[config.mk]
export PLATFORM = sky130hd
export DESIGN_NAME = rtype_datapath
export DESIGN_NICKNAME = d
export VERILOG_FILES = /design/src/rtl/rtype_pkg.sv /design/src/rtl/rtype_fields.sv /design/src/rtl/rtype_regfile.sv /design/src/rtl/rtype_alu.sv /design/src/rtl/rtype_datapath.sv
export SDC_FILE = /design/constraint.sdc
export NUM_CORES = 2
export LEC_CHECK = 0
export BUFFER_PORTS_ARGS = -buffer_cell sky130_fd_sc_hd__buf_2
export CAP_MARGIN = 20
export CORE_ASPECT_RATIO = 0.6
export CORE_MARGIN = 1.5
export CORE_UTILIZATION = 45
export CTS_CLUSTER_SIZE = 20
export DETAILED_ROUTE_END_ITERATION = 7
export PLACE_DENSITY = 0.62
export REMOVE_ABC_BUFFERS = 1
export SETUP_SLACK_MARGIN = 0.2
export SLEW_MARGIN = 10
export SYNTH_ARGS = -nofsm -noshare
export SYNTH_HDL_FRONTEND = slang
export SYNTH_SLANG_ARGS = --single-unit
[constraint.sdc]
create_clock -name clk -period 21.1 [get_ports clk]
set_input_delay 3.165 -clock clk [delete_from_list [all_inputs] [get_ports clk]]
set_output_delay 3.165 -clock clk [all_outputs]
set_load 0.005 [all_outputs]
[src/rtl/rtype_pkg.sv]
package rtype_pkg;

    localparam int INSTR_W = 32;
    localparam int REG_AW  = 5;
    localparam int IMM_W   = 16;

    // Field positions (the write-back and operand muxes depend on them)
    localparam int OP_LSB = 26;
    localparam int RS_LSB = 21;
    localparam int RT_LSB = 16;
    localparam int RD_LSB = 11;

    typedef enum logic [2:0] {
        ALU_ADD = 3'b010,
        ALU_SUB = 3'b110
    } alu_op_e;

    // Opcode bits in order 5..0
    typedef struct packed {
        logic       dst_is_rd;
        logic       b_is_imm;
        logic [2:0] alu_code;
        logic       wb_zero;
    } ctrl_t;

    function automatic logic code_known(logic [2:0] code);
        return (code == ALU_ADD) || (code == ALU_SUB);
    endfunction

endpackage

[src/rtl/rtype_fields.sv]
module rtype_fields
    import rtype_pkg::*;
(
    input  logic [INSTR_W-1:0] instr,
    output ctrl_t              ctrl,
    output logic [REG_AW-1:0]  src_a,
    output logic [REG_AW-1:0]  src_b,
    output logic [REG_AW-1:0]  dst,
    output logic [IMM_W-1:0]   imm,
    output logic               wr_en
);

    always_comb begin
        ctrl  = ctrl_t'(instr[INSTR_W-1:OP_LSB]);
        src_a = instr[RS_LSB +: REG_AW];
        src_b = instr[RT_LSB +: REG_AW];
        dst   = ctrl.dst_is_rd ? instr[RD_LSB +: REG_AW] : instr[RT_LSB +: REG_AW];
        imm   = instr[IMM_W-1:0];
        // Only a register-type opcode with a known ALU code commits a result
        wr_en = ctrl.dst_is_rd && code_known(ctrl.alu_code);
    end

endmodule

[src/rtl/rtype_regfile.sv]
module rtype_regfile #(
    parameter int DATA_W = 32,
    parameter int AW     = 5
) (
    input  logic              clk,
    input  logic              rst_n,
    input  logic [AW-1:0]     ra,
    input  logic [AW-1:0]     rb,
    input  logic              we,
    input  logic [AW-1:0]     wa,
    input  logic [DATA_W-1:0] wd,
    output logic [DATA_W-1:0] rd_a,
    output logic [DATA_W-1:0] rd_b,
    output logic [DATA_W-1:0] probe
);

    localparam int NREGS = 1 << AW;

    logic [DATA_W-1:0] regs [NREGS];

    for (genvar g = 0; g < NREGS; g++) begin : g_entry
        always_ff @(posedge clk or negedge rst_n) begin
            if (!rst_n) begin
                regs[g] <= DATA_W'(g);
            end else if (we && (wa == AW'(g))) begin
                regs[g] <= wd;
            end
        end
    end

    assign rd_a  = regs[ra];
    assign rd_b  = regs[rb];
    assign probe = regs[1];

endmodule

[src/rtl/rtype_alu.sv]
module rtype_alu
    import rtype_pkg::*;
#(
    parameter int DATA_W = 32
) (
    input  logic [DATA_W-1:0] opa,
    input  logic [DATA_W-1:0] opb,
    input  logic [2:0]        code,
    output logic [DATA_W-1:0] result
);

    always_comb begin
        case (code)
            ALU_ADD: result = opa + opb;
            ALU_SUB: result = opa - opb;
            default: result = '0;
        endcase
    end

endmodule

[src/rtl/rtype_datapath.sv]
module rtype_datapath
    import rtype_pkg::*;
#(
    parameter int DATA_W = 32
) (
    input  logic               clk,
    input  logic               rst_n,
    input  logic [INSTR_W-1:0] instr,
    output logic [DATA_W-1:0]  alu_result,
    output logic [DATA_W-1:0]  probe_r1
);

    localparam int EXT_W = DATA_W - IMM_W;

    ctrl_t              ctrl;
    logic [REG_AW-1:0]  src_a;
    logic [REG_AW-1:0]  src_b;
    logic [REG_AW-1:0]  wr_addr;
    logic [IMM_W-1:0]   imm;
    logic               wr_en;
    logic [DATA_W-1:0]  rd_a;
    logic [DATA_W-1:0]  rd_b;
    logic [DATA_W-1:0]  opb;
    logic [DATA_W-1:0]  wr_data;

    rtype_fields u_fields (
        .instr (instr),
        .ctrl  (ctrl),
        .src_a (src_a),
        .src_b (src_b),
        .dst   (wr_addr),
        .imm   (imm),
        .wr_en (wr_en)
    );

    rtype_regfile #(.DATA_W(DATA_W), .AW(REG_AW)) u_rf (
        .clk   (clk),
        .rst_n (rst_n),
        .ra    (src_a),
        .rb    (src_b),
        .we    (wr_en),
        .wa    (wr_addr),
        .wd    (wr_data),
        .rd_a  (rd_a),
        .rd_b  (rd_b),
        .probe (probe_r1)
    );

    assign opb = ctrl.b_is_imm ? {{EXT_W{imm[IMM_W-1]}}, imm} : rd_b;

    rtype_alu #(.DATA_W(DATA_W)) u_alu (
        .opa    (rd_a),
        .opb    (opb),
        .code   (ctrl.alu_code),
        .result (alu_result)
    );

    // Memory stub: the memory-side choice returns zero
    assign wr_data = ctrl.wb_zero ? '0 : alu_result;

endmodule

======== Word-level counts from Yosys, hierarchy flattened ========
Index checks and enable logic that the tools add are counted.
word-level totals
  register bits ........................... 1,024
  logic and storage cells ................. 116
cells by class
  reduce and logical (&&, ||, !) cells .... 35
  bitwise gates (word level) .............. 2
  multiplexer cells ....................... 10
  magnitude comparators ................... 2
  add/subtract/negate cells ............... 2
  eq/ne operators ......................... 33
operator list
  cell                                                      number
  binary-select mux 32 bit (select 5 bit)                   2
  2-to-1 mux 32 bit                                         6
  equality test 5 bit, second input constant                16
  one-hot mux 32 bit (2 select lines)                       1
  equality test 5 x 4 -> 1 bit, second input constant       8
  logical AND 1 bit                                         33
  adder 32 bit                                              1
  subtractor 32 bit                                         1
  equality test 5 x 3 -> 1 bit, second input constant       4
  greater-or-equal comparator 6 bit, second input constant  2
  inverter 5 -> 6 bit                                       2
  equality test 5 x 2 -> 1 bit, second input constant       2
  equality test 5 x 1 -> 1 bit, second input constant       1
  zero test 5 bit                                           1
  2-to-1 mux 5 bit                                          1
  equality test 3 x 2 -> 1 bit, second input constant       1
  equality test 3 bit, second input constant                1
  logical OR 1 bit                                          1

======== Longest topological paths before layout ========
  word-level depth ........................ 8
  gate-level depth with buffers ........... 29

======== Cells and area by module ========
Synthesis repeated with hierarchy kept, for this count alone.
unflattened totals
  cell total of the unflattened synthesis .. 5,146
  area, all modules ....................... 59,767.3 µm²
by module, submodules not included
  module          seq. area each (µm²)  cells each  area each (µm²)  instances
  rtype_regfile   25,724.7              4,643       56,058.8         1
  rtype_alu       0.0                   393         2,581.2          1
  rtype_datapath  0.0                   72          820.8            1
  rtype_fields    0.0                   38          306.5            1

======== Least setup slack after synthesis ========
Ideal clock, no wire load.
  path kind ............................... input to output
  start ................................... in instr[21]
  end ..................................... out alu_result[20]
  slack ................................... 9,134 ps
  arrival ................................. 8,801 ps
  stages .................................. 22
  cells stage by stage .................... clkbuf_1 -> clkbuf_1 -> clkbuf_1 -> buf_1 -> mux4_2 -> mux4_2 -> mux2i_1 -> ha_1 -> inv_1 -> fa_1 -> a21o_1 -> a21oi_1 -> o21bai_1 -> a211oi_1 -> nor4bb_1 -> o21ai_0 -> nand2b_1 -> a21o_1 -> a21oi_1 -> xor2_1 -> clkbuf_1 -> nor2_1
on the way
  word-level cells in the longest chain between the ends .. 6
  elaborated cells between the ends (all ways) .. 7
RTL lines
  what                                                      RTL line                          text
  from (decl)                                               rtype_datapath.sv:8               input logic [INSTR_W-1:0] instr,
  inverter 5 -> 6 bit (not written as such) (*)             rtype_regfile.sv:31               assign rd_a = regs[ra];
  binary-select mux 32 bit (select 5 bit) (*)               rtype_regfile.sv:31
  2-to-1 mux 32 bit (not written as such) (*) (2 in a row)  rtype_regfile.sv:31
  subtractor 32 bit or adder 32 bit (tied branches)         rtype_alu.sv:15, rtype_alu.sv:14
  one-hot mux 32 bit (2 select lines) (*)                   rtype_alu.sv:13                   case (code)
  to (decl)                                                 rtype_datapath.sv:9               output logic [DATA_W-1:0] alu_result,
Every way passes the cells marked *; elsewhere a longest branch is shown, timed or not. The select of a mux whose other input is x is not followed.

======== Worst setup path after layout ========
  start ................................... in instr[16]
  end ..................................... out alu_result[20]
on the way
  word-level cells in the longest chain between the ends .. 7
  elaborated cells between the ends (all ways) .. 8
RTL lines
  what                                                      RTL line                          text
  inverter 5 -> 6 bit (not written as such) (*)             rtype_regfile.sv:32               assign rd_b = regs[rb];
  binary-select mux 32 bit (select 5 bit) (*)               rtype_regfile.sv:32
  2-to-1 mux 32 bit (not written as such) (*) (2 in a row)  rtype_regfile.sv:32
  2-to-1 mux 32 bit (*)                                     rtype_datapath.sv:49              assign opb = ctrl.b_is_imm ? {{EXT_W{imm[IMM_W-1]}}, imm} : rd_b;
  subtractor 32 bit or adder 32 bit (tied branches)         rtype_alu.sv:15, rtype_alu.sv:14
  one-hot mux 32 bit (2 select lines) (*)                   rtype_alu.sv:13
Marked as above.

==> results_dict.tcl <==
set metrics [dict create \
    first_global_vias 40000 \
    critPathMostFrequentCell "sky130_fd_sc_hd__o21ai_0" \
    dp.cells 6382 \
    drt-initial-drc-count 5716 \
    worstPathArrival_ns 10.87 \
    worst_hold_path.num_cells 2 \
    cp.required_ns 17.94 \
    ys_warn_count 0 \
    netlist_top_cells_count "sky130_fd_sc_hd__nand2_1 (1,143), sky130_fd_sc_hd__o21ai_0 (985), sky130_fd_sc_hd__dfrtp_1 (944), sky130_fd_sc_hd__mux4_2 (488), sky130_fd_sc_hd__clkbuf_1 (400)" \
    initial_antenna_violation_count 7 \
    period_needed_ns 14.04 \
    share_of_layout_cells_above_drive_strength_1 0.2042 \
    cts_root_buf "sky130_fd_sc_hd__clkbuf_16" \
    routed_wire_length_per_instance_microns 29.17 \
    die_area_sq_um 126100 \
    async_reset_ff_frac 1.000 \
    grt_usage 0.3063 \
    max_cap_viol_count 0 \
    synthesis.area_sq_um 55770 \
    outcome "finished clean" \
    yosys_register_bits 1024 \
    power_per_cell_area_nw_per_um2 70.89 \
    worstPathCellList "buf_8, buf_4, mux4_2, mux2i_1, nand2_1, a32oi_1, o211a_1, nand3b_1, nor4_2, inv_1, o21ai_0, xnor2_1, ha_1, nand4_1, nor4bb_1, o21ai_0, nand2b_1, a21o_1, a21oi_1, xor2_4, nor2_1, buf_2" \
    dpl_cell_area_sq_um 56990 \
    cp_slowest_stage_delay_ns 0.88 \
    post_synth_edffs 0 \
    worst_setup_path_class "input port to output port" \
    setup_violations_final 0 \
    largest_area_contributor_in_the_synthesized_netlist "sky130_fd_sc_hd__dfrtp_1" \
    routabilityCongestion 0.9445 \
    gr-total-overflow 0 \
    die_height_microns 275.7 \
    maxSlewHeadroom 0.2023 \
    fin_worst_skew_ns 0.02618 \
    count_of_clock_tree_sinks 1024 \
    finish.cell_count_without_fillers 6572 \
    proportion_of_synthesized_chip_area_in_sequential_cells 0.4612 \
    post-synth-top-count-cell "sky130_fd_sc_hd__nand2_1" \
    worst_ir_drop_vdd_uv 57.41 \
    final_area_sq_um 60360 \
    wire_length_of_the_first_global_routing_pass_mm 283.9 \
    postRouteAntennaNets 0 \
    via_count 42600 \
    detailed_place_hpwl_mm 117.2 \
    grt_start_max_net_pins 173 \
    tritoncts "done" \
    min_period_over_period 0.6653 \
    clkLatencyLatePin_ns 0.71 \
    cts_max_level 3 \
    cp_launch_type "input port" \
    worst_setup_path_end_kind "output port" \
    tightestPinTransition_ns 1.197 \
    wirelength_mm 191.7 \
    synth.avg_cell_area_sq_um 10.92 \
    synth.top_cell.area_share 0.4235 \
    grt_setup_unrepaired "false" \
    tritoncts.num_buffers 95 \
    die_width_microns 457.5 \
    max_clock_freq_mhz 71.23 \
    reg2reg_depth 20 \
    timing.rr.end "u_rf.regs[598]" \
    ys.flop_type "sky130_fd_sc_hd__dfrtp_1" \
    holdCritPathClass "flop to flop" \
    initial_core_util 0.4562 \
    firstDrtPassIters 5 \
    cts.clk_slew.worst_paths_ns 0.06 \
    design.portCount 98 \
    power.static_leakage_nw 25.37 \
    cts_repair_resized_insts 0 \
    cts.hold.buffers_added 0 \
    reg2reg_slack_ns 14.24 \
    post_synth_main_area_contributors "sky130_fd_sc_hd__dfrtp_1 (42%), sky130_fd_sc_hd__mux4_2 (20%), sky130_fd_sc_hd__o21ai_0 (8.8%)" \
    finalSetupTns_ns 0 \
    average_vias_per_placed_instance 6.482 \
    holdPathEnd "u_rf.regs[384]" \
    register_area_sq_um 25720 \
    final_net_count 4941 \
    hold_vio_cnt_final 0 \
    timing.critical_path.fanout_max 77 \
    crit_slowest_cell "sky130_fd_sc_hd__xor2_4" \
    source_of_the_worst_hold_timing_path "u_rf.regs[384]" \
    multi_input_area_sq_um 27820 \
    rows 99 \
    ctsLongestPathBuffers 3 \
    post_cts_buffers 0 \
    cells_after_synth 5108 \
    maxSlewViolCount 0 \
    fillerInstances 10900 \
    r2r-start "u_rf.regs[939]" \
    post-route-drc-count 0 \
    synth.distinct_cells 70 \
    areaGrowthSynthToFinish_pct 8.219 \
    number_of_buffers_inserted_by_port_buffering 97 \
    fp.coreArea_sq_um 122300 \
]
## registers in the layout (all words and copies together), names as in the netlist
| register | cells |
|---|---|
| u_rf.regs | 992 |
| u_rf.probe | 32 |
## layout make-up
type,instances,area share
Tap cell,1616,0.03350
Multi-Input combinational cell,3539,0.4609
Timing Repair Buffer,202,0.02556
Inverter,12,0.0007463
Sequential cell,1024,0.4262
Clock inverter,29,0.006385
Antenna cell,5,0.0002073
Clock buffer,145,0.04652
## report_power, final
group          total (W)  switching, W  leakage, nW  internal, W
combinational   0.000427      0.000282         9.81     0.000144
sequential       0.00202     0.0000253         14.0      0.00200
clock            0.00183      0.000804         1.57      0.00103
## cells in the final DEF, fill, tap and decap left out, types with 14 or more instances in the layout
cell type	count
sky130_fd_sc_hd__nor2b_1	19
sky130_fd_sc_hd__nor3_1	20
sky130_fd_sc_hd__nand2_1	1111
sky130_fd_sc_hd__clkbuf_16	97
sky130_fd_sc_hd__xor2_1	26
sky130_fd_sc_hd__clkbuf_8	20
sky130_fd_sc_hd__ha_1	32
sky130_fd_sc_hd__buf_4	85
sky130_fd_sc_hd__or3_1	15
sky130_fd_sc_hd__clkinv_2	15
sky130_fd_sc_hd__a22o_1	49
sky130_fd_sc_hd__a21oi_1	45
sky130_fd_sc_hd__buf_8	14
sky130_fd_sc_hd__nand2b_1	31
sky130_fd_sc_hd__o21ai_0	985
sky130_fd_sc_hd__mux2_2	37
sky130_fd_sc_hd__nand2_4	22
sky130_fd_sc_hd__dfstp_2	80
sky130_fd_sc_hd__mux2i_1	205
sky130_fd_sc_hd__nand3_1	17
sky130_fd_sc_hd__buf_2	90
sky130_fd_sc_hd__a21o_1	24
sky130_fd_sc_hd__nor2_1	61
sky130_fd_sc_hd__clkbuf_1	28
sky130_fd_sc_hd__dfrtp_1	944
sky130_fd_sc_hd__a22oi_1	28
sky130_fd_sc_hd__a221oi_1	44
sky130_fd_sc_hd__o31ai_1	42
sky130_fd_sc_hd__o22ai_1	24
sky130_fd_sc_hd__o21ai_1	33
sky130_fd_sc_hd__xnor2_1	23
sky130_fd_sc_hd__mux4_2	488
## metrics by stage
stage | hold slack [ns] | util | setup slack (ns) | power, W
detailed placement | 0.4813 | 0.4662 | 7.174 | 0.002474
global route | 0.4987 | 0.4936 | 6.590 | 0.004400
floorplan | 0.4591 | - | 8.499 | 0.002244
finish | 0.4898 | 0.4937 | 7.061 | 0.004279
global placement | 0.4718 | 0.4655 | 7.195 | 0.002469
CTS | 0.4907 | 0.4923 | 7.169 | 0.004287
## metal layers
| metal | GRT usage | part of all wire | vias up |
|---|---|---|---|
| li1 | - | - | 18080 |
| met5 | 0 | 0 | - |
| met4 | 0.07965 | 0.026 | 0 |
| met1 | 0.4727 | 0.44 | 21780 |
| met3 | 0.09060 | 0.13 | 305 |
| met2 | 0.4169 | 0.41 | 2439 |
## kinds of logic after synthesis
logic type	synth area share
flops	0.4612
xor+xnor	0.008255
mux	0.2413
fa+ha+maj	0.007537
simple gates	0.1015
compound gates	0.1356
buf+inv	0.04455
## worst max-delay path by stage
stage | slack [ns] | from | cells past startpoint | end
floorplan | 8.50 | instr[17] | 23 | alu_result[20]
global placement | 7.20 | instr[16] | 24 | alu_result[20]
detailed placement | 7.17 | instr[16] | 22 | alu_result[31]
CTS | 7.17 | instr[16] | 22 | alu_result[31]
global route | 6.59 | instr[16] | 23 | alu_result[20]
finish | 7.06 | instr[16] | 22 | alu_result[20]
## worst max-delay path: cells and delay by family
kind | cells | cell delay, ns
and+or+nand+nor | 7 | 1.73
AOI/OAI and AO/OA | 6 | 1.79
adders and majority gates | 1 | 0.42
buffers and inverters | 4 | 1.78
xor gates and xnor gates | 2 | 0.97
muxes | 2 | 0.88
Note: power is estimated with default switching activity, not from simulation.
